### src/rtl/sdac_pkg.sv
package sdac_pkg;

  typedef enum logic [2:0] {
    ST_IDLE  = 3'd0,
    ST_LO    = 3'd1,
    ST_HI    = 3'd2,
    ST_TAIL  = 3'd3,
    ST_LATCH = 3'd4
  } sdac_state_e;

endpackage

### src/rtl/sdac_phase_timer.sv
module sdac_phase_timer #(
  parameter int HALF_CYC = 1
) (
  input  logic clk,
  input  logic rst_n,
  input  logic restart,
  output logic expire
);
  localparam int TW = (HALF_CYC > 1) ? $clog2(HALF_CYC) : 1;
  localparam logic [TW-1:0] LAST = TW'(HALF_CYC - 1);

  logic [TW-1:0] cnt_q;

  assign expire = (cnt_q == LAST);

  always_ff @(posedge clk or negedge rst_n) begin
    if (!rst_n) begin
      cnt_q <= '0;
    end else if (restart || expire) begin
      cnt_q <= '0;
    end else begin
      cnt_q <= cnt_q + 1'b1;
    end
  end
endmodule

### src/rtl/sdac_shifter.sv
module sdac_shifter #(
  parameter int WORD_W    = 16,
  parameter bit MSB_FIRST = 1'b1
) (
  input  logic              clk,
  input  logic              rst_n,
  input  logic              load_en,
  input  logic [WORD_W-1:0] load_word,
  input  logic              advance,
  output logic              sdo,
  output logic              last_bit
);
  localparam int CNT_W = (WORD_W > 1) ? $clog2(WORD_W) : 1;
  localparam logic [CNT_W-1:0] CNT_LAST = CNT_W'(WORD_W - 1);

  logic [WORD_W-1:0] shreg_q;
  logic [WORD_W-1:0] shifted;
  logic [CNT_W-1:0]  bit_cnt_q;

  generate
    if (MSB_FIRST) begin : g_msb
      assign sdo     = shreg_q[WORD_W-1];
      assign shifted = {shreg_q[WORD_W-2:0], 1'b0};
    end else begin : g_lsb
      assign sdo     = shreg_q[0];
      assign shifted = {1'b0, shreg_q[WORD_W-1:1]};
    end
  endgenerate

  assign last_bit = (bit_cnt_q == CNT_LAST);

  always_ff @(posedge clk or negedge rst_n) begin
    if (!rst_n) begin
      shreg_q   <= '0;
      bit_cnt_q <= '0;
    end else if (load_en) begin
      shreg_q   <= load_word;
      bit_cnt_q <= '0;
    end else if (advance) begin
      shreg_q   <= shifted;
      bit_cnt_q <= bit_cnt_q + 1'b1;
    end
  end
endmodule

### src/rtl/sdac_sequencer.sv
module sdac_sequencer
  import sdac_pkg::*;
(
  input  logic clk,
  input  logic rst_n,
  input  logic in_valid,
  input  logic expire,
  input  logic last_bit,
  output logic capture,
  output logic advance,
  output logic sck,
  output logic load_n,
  output logic done,
  output logic busy
);
  sdac_state_e state_q, state_d;
  logic sck_q, load_n_q, done_q;

  assign capture = (state_q == ST_IDLE) && in_valid;
  assign advance = (state_q == ST_HI) && expire && !last_bit;
  assign busy    = (state_q != ST_IDLE);
  assign sck     = sck_q;
  assign load_n  = load_n_q;
  assign done    = done_q;

  always_comb begin
    state_d = state_q;
    unique case (state_q)
      ST_IDLE:  if (in_valid) state_d = ST_LO;
      ST_LO:    if (expire)   state_d = ST_HI;
      ST_HI:    if (expire)   state_d = last_bit ? ST_TAIL : ST_LO;
      ST_TAIL:  state_d = ST_LATCH;
      ST_LATCH: state_d = ST_IDLE;
      default:  state_d = ST_IDLE;
    endcase
  end

  always_ff @(posedge clk or negedge rst_n) begin
    if (!rst_n) begin
      state_q  <= ST_IDLE;
      sck_q    <= 1'b0;
      load_n_q <= 1'b1;
      done_q   <= 1'b0;
    end else begin
      state_q  <= state_d;
      sck_q    <= (state_d == ST_HI);
      load_n_q <= (state_d != ST_LATCH);
      done_q   <= (state_q == ST_LATCH);
    end
  end
endmodule

### src/rtl/serial_dac_loader.sv
module serial_dac_loader #(
  parameter int WORD_W    = 16,
  parameter int HALF_CYC  = 1,
  parameter bit MSB_FIRST = 1'b1
) (
  input  logic              clk,
  input  logic              rst_n,
  input  logic              in_valid,
  output logic              in_ready,
  input  logic [WORD_W-1:0] in_data,
  output logic              sck,
  output logic              sdo,
  output logic              load_n,
  output logic              busy,
  output logic              done
);
  logic capture, advance, expire, last_bit;

  sdac_phase_timer #(.HALF_CYC(HALF_CYC)) u_timer (
    .clk     (clk),
    .rst_n   (rst_n),
    .restart (capture),
    .expire  (expire)
  );

  sdac_shifter #(.WORD_W(WORD_W), .MSB_FIRST(MSB_FIRST)) u_shift (
    .clk       (clk),
    .rst_n     (rst_n),
    .load_en   (capture),
    .load_word (in_data),
    .advance   (advance),
    .sdo       (sdo),
    .last_bit  (last_bit)
  );

  sdac_sequencer u_seq (
    .clk      (clk),
    .rst_n    (rst_n),
    .in_valid (in_valid),
    .expire   (expire),
    .last_bit (last_bit),
    .capture  (capture),
    .advance  (advance),
    .sck      (sck),
    .load_n   (load_n),
    .done     (done),
    .busy     (busy)
  );

  assign in_ready = !busy;
endmodule

### config.mk
export PLATFORM = sky130hd
export DESIGN_NAME = serial_dac_loader
export DESIGN_NICKNAME = d
export VERILOG_FILES = /design/src/rtl/sdac_pkg.sv /design/src/rtl/sdac_phase_timer.sv /design/src/rtl/sdac_shifter.sv /design/src/rtl/sdac_sequencer.sv /design/src/rtl/serial_dac_loader.sv
export SDC_FILE = /design/constraint.sdc
export NUM_CORES = 1
export LEC_CHECK = 0
export ABC_CLOCK_PERIOD_IN_PS = 2200
export BUFFER_PORTS_ARGS = -buffer_cell sky130_fd_sc_hd__buf_2
export CORE_ASPECT_RATIO = 0.7
export CORE_UTILIZATION = 30
export DETAILED_ROUTE_END_ITERATION = 12
export REMOVE_ABC_BUFFERS = 1
export SYNTH_ARGS = -nofsm -noshare
export SYNTH_HDL_FRONTEND = slang
export SYNTH_HIERARCHICAL = 1
export SYNTH_SLANG_ARGS = --single-unit
### constraint.sdc
create_clock -name clk -period 2.2 [get_ports clk]
set_input_delay 0.33 -clock clk [delete_from_list [all_inputs] [get_ports clk]]
set_output_delay 0.33 -clock clk [all_outputs]
set_load 0.01 [all_outputs]
==> flow_metrics.env <==
export IMPL_wire_per_inst_um=11.5
export IMPL_yosys_warnings=6
export IMPL_synth_top_family_by_area="multiplexers"
export IMPL_vias_per_cell=4.46
export IMPL_power_density_nw_per_um2=1190
export IMPL_htree_levels=1
export IMPL_layout_area_overhead_vs_synth_pct=18.6
export IMPL_power_mw=1.78
export IMPL_synth_compound_area_frac=0.101
export IMPL_slowest_stage="dfrtp_1"
export IMPL_multi_input_area_um2=520
export IMPL_worst_pin_slew_ns=0.587
export IMPL_avgSynthCellArea_um2=10.8
export IMPL_grt_pass1_vias=861
export IMPL_maxCapViolCount=0
export IMPL_finalHoldViolCount=0
export IMPL_criticalPathCategory="flip-flop to flip-flop"
export IMPL_fillerInstances=393
export IMPL_synth_cells=116
export IMPL_layout_min_cycle_time_ns=2.02
export IMPL_synth_adder_area_share=0.00998
export IMPL_numClockSinks=27
export IMPL_cts_tree="done"
export IMPL_grt_total_usage=0.112
export IMPL_die_area_um2=4450
export IMPL_relSlewSlack=0.609
export IMPL_synth_simple_area_share=0.143
export IMPL_port_buffers=24
export IMPL_cts_hold_buf=0
export IMPL_crit_chain="ha_1, and3_1, nand2b_1, nor4b_2, buf_4, buf_12, mux2i_1, o21ai_1"
export IMPL_critPathTopFamily="simple AND/OR/NAND/NOR gates"
export IMPL_clock_skew_ns=0.00812
export IMPL_dpl_hpwl_mm=1.60
export IMPL_synthMuxAreaShare=0.145
export IMPL_timing_reg2reg_setup_slack_ns=0.18
export IMPL_layout_cells_non_filler=193
export IMPL_rr_worst_depth=8
export IMPL_synth_top_area_share=0.519
export IMPL_status="completed"
export IMPL_root_buffer="clkbuf_8"
export IMPL_synth_top_cell_by_area="dfrtp_1"
export IMPL_wl_mm=2.21
export IMPL_chipWidth_um=79.3
export IMPL_fmax_ghz=0.496
export IMPL_place_congestion=0.718
export IMPL_slew_violations=0
export IMPL_worstReg2RegStart="u_shift/bit_cnt_q[0]"
export IMPL_finalWorstSetupSlack_ns=0.184
export IMPL_grt_pass1_wl_mm=3.88
export IMPL_rsz0062_at_grt="no"
export IMPL_cts_setup_buffers=0
export IMPL_peakVddDrop_mv=0.501
export IMPL_grt_max_degree=28
export IMPL_worstPathRequired_ns=2.37
export IMPL_synth_cell_types=29
export IMPL_coreArea_um2=3970
export IMPL_drive_above_1_share=0.284
export IMPL_end_kind="flip-flop"
export IMPL_drtPass1Iterations=4
export IMPL_initialDrtViolationCount=46
export IMPL_fin_area_um2=1490
export IMPL_ys_seq_elements=27
export IMPL_timing_critical_path_buf_inv=2
export IMPL_fin_nets=162
export IMPL_remaining_drc_errors=0
export IMPL_cts_buffer_depth=2
export IMPL_synth_area_leaders="dfrtp_1, mux2i_1, o21ai_1, nand2_1, dfstp_2"
export IMPL_setup_viol=0
export IMPL_io_pins=25
export IMPL_ant_nets=0
export IMPL_syn_area_um2=1250
export IMPL_critPathMaxFanout=17
export IMPL_fin_crit_sh=0.916
export IMPL_placed_area_um2=1440
export IMPL_post_cts_resized=0
export IMPL_slowest_delay_ns=0.41
export IMPL_clk_pin_slew_ns=0.10
export IMPL_seqCellArea_um2=677
export IMPL_reg2reg_to="u_shift/shreg_q[6]"
export IMPL_rows=19
export IMPL_dp_cells=189
export IMPL_critical_path_arrival_ns=2.18
export IMPL_crit_path_start_kind="flip-flop"
export IMPL_numCtsBuffers=3
export IMPL_hp_class="input pin to asynchronous set/reset pin"
export IMPL_start_util=0.316
export IMPL_leakagePower_nw=0.670
export IMPL_synth_xor_area_frac=0.00699
export IMPL_seq_area_frac_synth=0.540
export IMPL_insertion_delay_ns=0.27
export IMPL_whs_ns=0.0497
export IMPL_post_place_ws_ns=0.184
export IMPL_insertedDiodeCount=0
export IMPL_antenna_found_initial=0
export IMPL_grt_ovfl_total=0
export IMPL_die_height_um=56.1
export IMPL_vias=861
[power by group]
part	total (mW)	internal [mW]	switching [mW]
sequential	0.832	0.698	0.135
combinational	0.663	0.317	0.346
clock	0.281	0.127	0.154
[worst max path at each step]
stage | start | endpoint | slack [ns] | cells past startpoint
2_1_floorplan | u_shift/bit_cnt_q[0] | u_shift/bit_cnt_q[3] | -2.31 | 6
4_1_cts | u_shift/bit_cnt_q[0] | u_shift/shreg_q[6] | 0.18 | 8
6_report | u_shift/bit_cnt_q[0] | u_shift/shreg_q[6] | 0.18 | 8
3_5_place_dp | u_shift/bit_cnt_q[0] | u_shift/shreg_q[6] | 0.18 | 8
3_3_place_gp | u_shift/bit_cnt_q[0] | u_shift/shreg_q[6] | 0.34 | 8
5_1_grt | u_shift/bit_cnt_q[0] | u_shift/shreg_q[3] | 0.09 | 8
[sequential cells by signal (all words and copies together) (netlist names)]
register           flops
u_seq/load_n           1
u_shift/bit_cnt_q      4
u_timer/cnt_q          1
u_seq/sck              1
u_shift/shreg_q       16
u_seq/state_q          3
u_seq/done             1
[per-layer routing]
layer,vias up,global-route usage,part of all wire
met2,22,0.179,0.46
met5,-,0,0
met4,0,0.0156,0.0054
met1,400,0.152,0.48
met3,2,0.0361,0.052
li1,437,-,-
[final cells by class]
cell class	instances	share of cell area
flip-flops and latches	27	0.455
multi-input cells	78	0.350
repair buffers	28	0.109
well taps	52	0.0438
clock buffers	3	0.0278
inverters	4	0.0101
clock inverters	1	0.00337
[layout by cell type, fill, tap and decap left out, types with 2 or more instances in the layout]
cell type	count
nand3b_1	3
nor2_1	3
nand2b_1	3
clkbuf_8	3
dfrtp_1	26
buf_2	24
nor2b_1	2
a21oi_1	2
a21oi_2	2
nand2_1	17
inv_1	3
o21ai_1	15
mux2i_1	17
buf_4	3
[logic make-up (layout without fill, tap and decap cells)]
kind of cell             count (synthesis)  count (layout)
flip-flops                              27              27
AO/OA/AOI/OAI                           22              22
AND/OR/NAND/NOR                         35              35
multiplexers                            18              18
adder cells (fa/ha/maj)                  1               1
other                                    1               1
buffers and inverters                   11              36
XOR/XNOR                                 1               1
[cells in the mapped netlist]
library cell	n
nor2_1	4
o21ai_0	1
a21oi_2	2
xnor2_1	1
a211o_1	1
conb_1	1
or3_4	1
mux2i_1	17
dfrtp_1	26
nor4b_1	1
ha_1	1
buf_2	4
nand2b_1	3
dfstp_2	1
nor3b_1	1
nand4_1	1
inv_1	3
buf_4	1
a21oi_1	2
o21ai_1	15
mux2_1	1
or2_1	1
nand2_1	17
and3_1	1
inv_2	1
nor2b_1	2
buf_6	2
nand3b_1	3
a21bo_2	1
[per-stage QoR]
| step | setup TNS (ns) | utilization |
|---|---|---|
| 2_1_floorplan | -42.60 | - |
| 5_1_grt | 0 | 0.374 |
| 3_3_place_gp | 0 | 0.363 |
| 4_1_cts | 0 | 0.374 |
| 3_5_place_dp | 0 | 0.363 |
| 6_report | 0 | 0.374 |
Power figures use the tool's default switching activity.
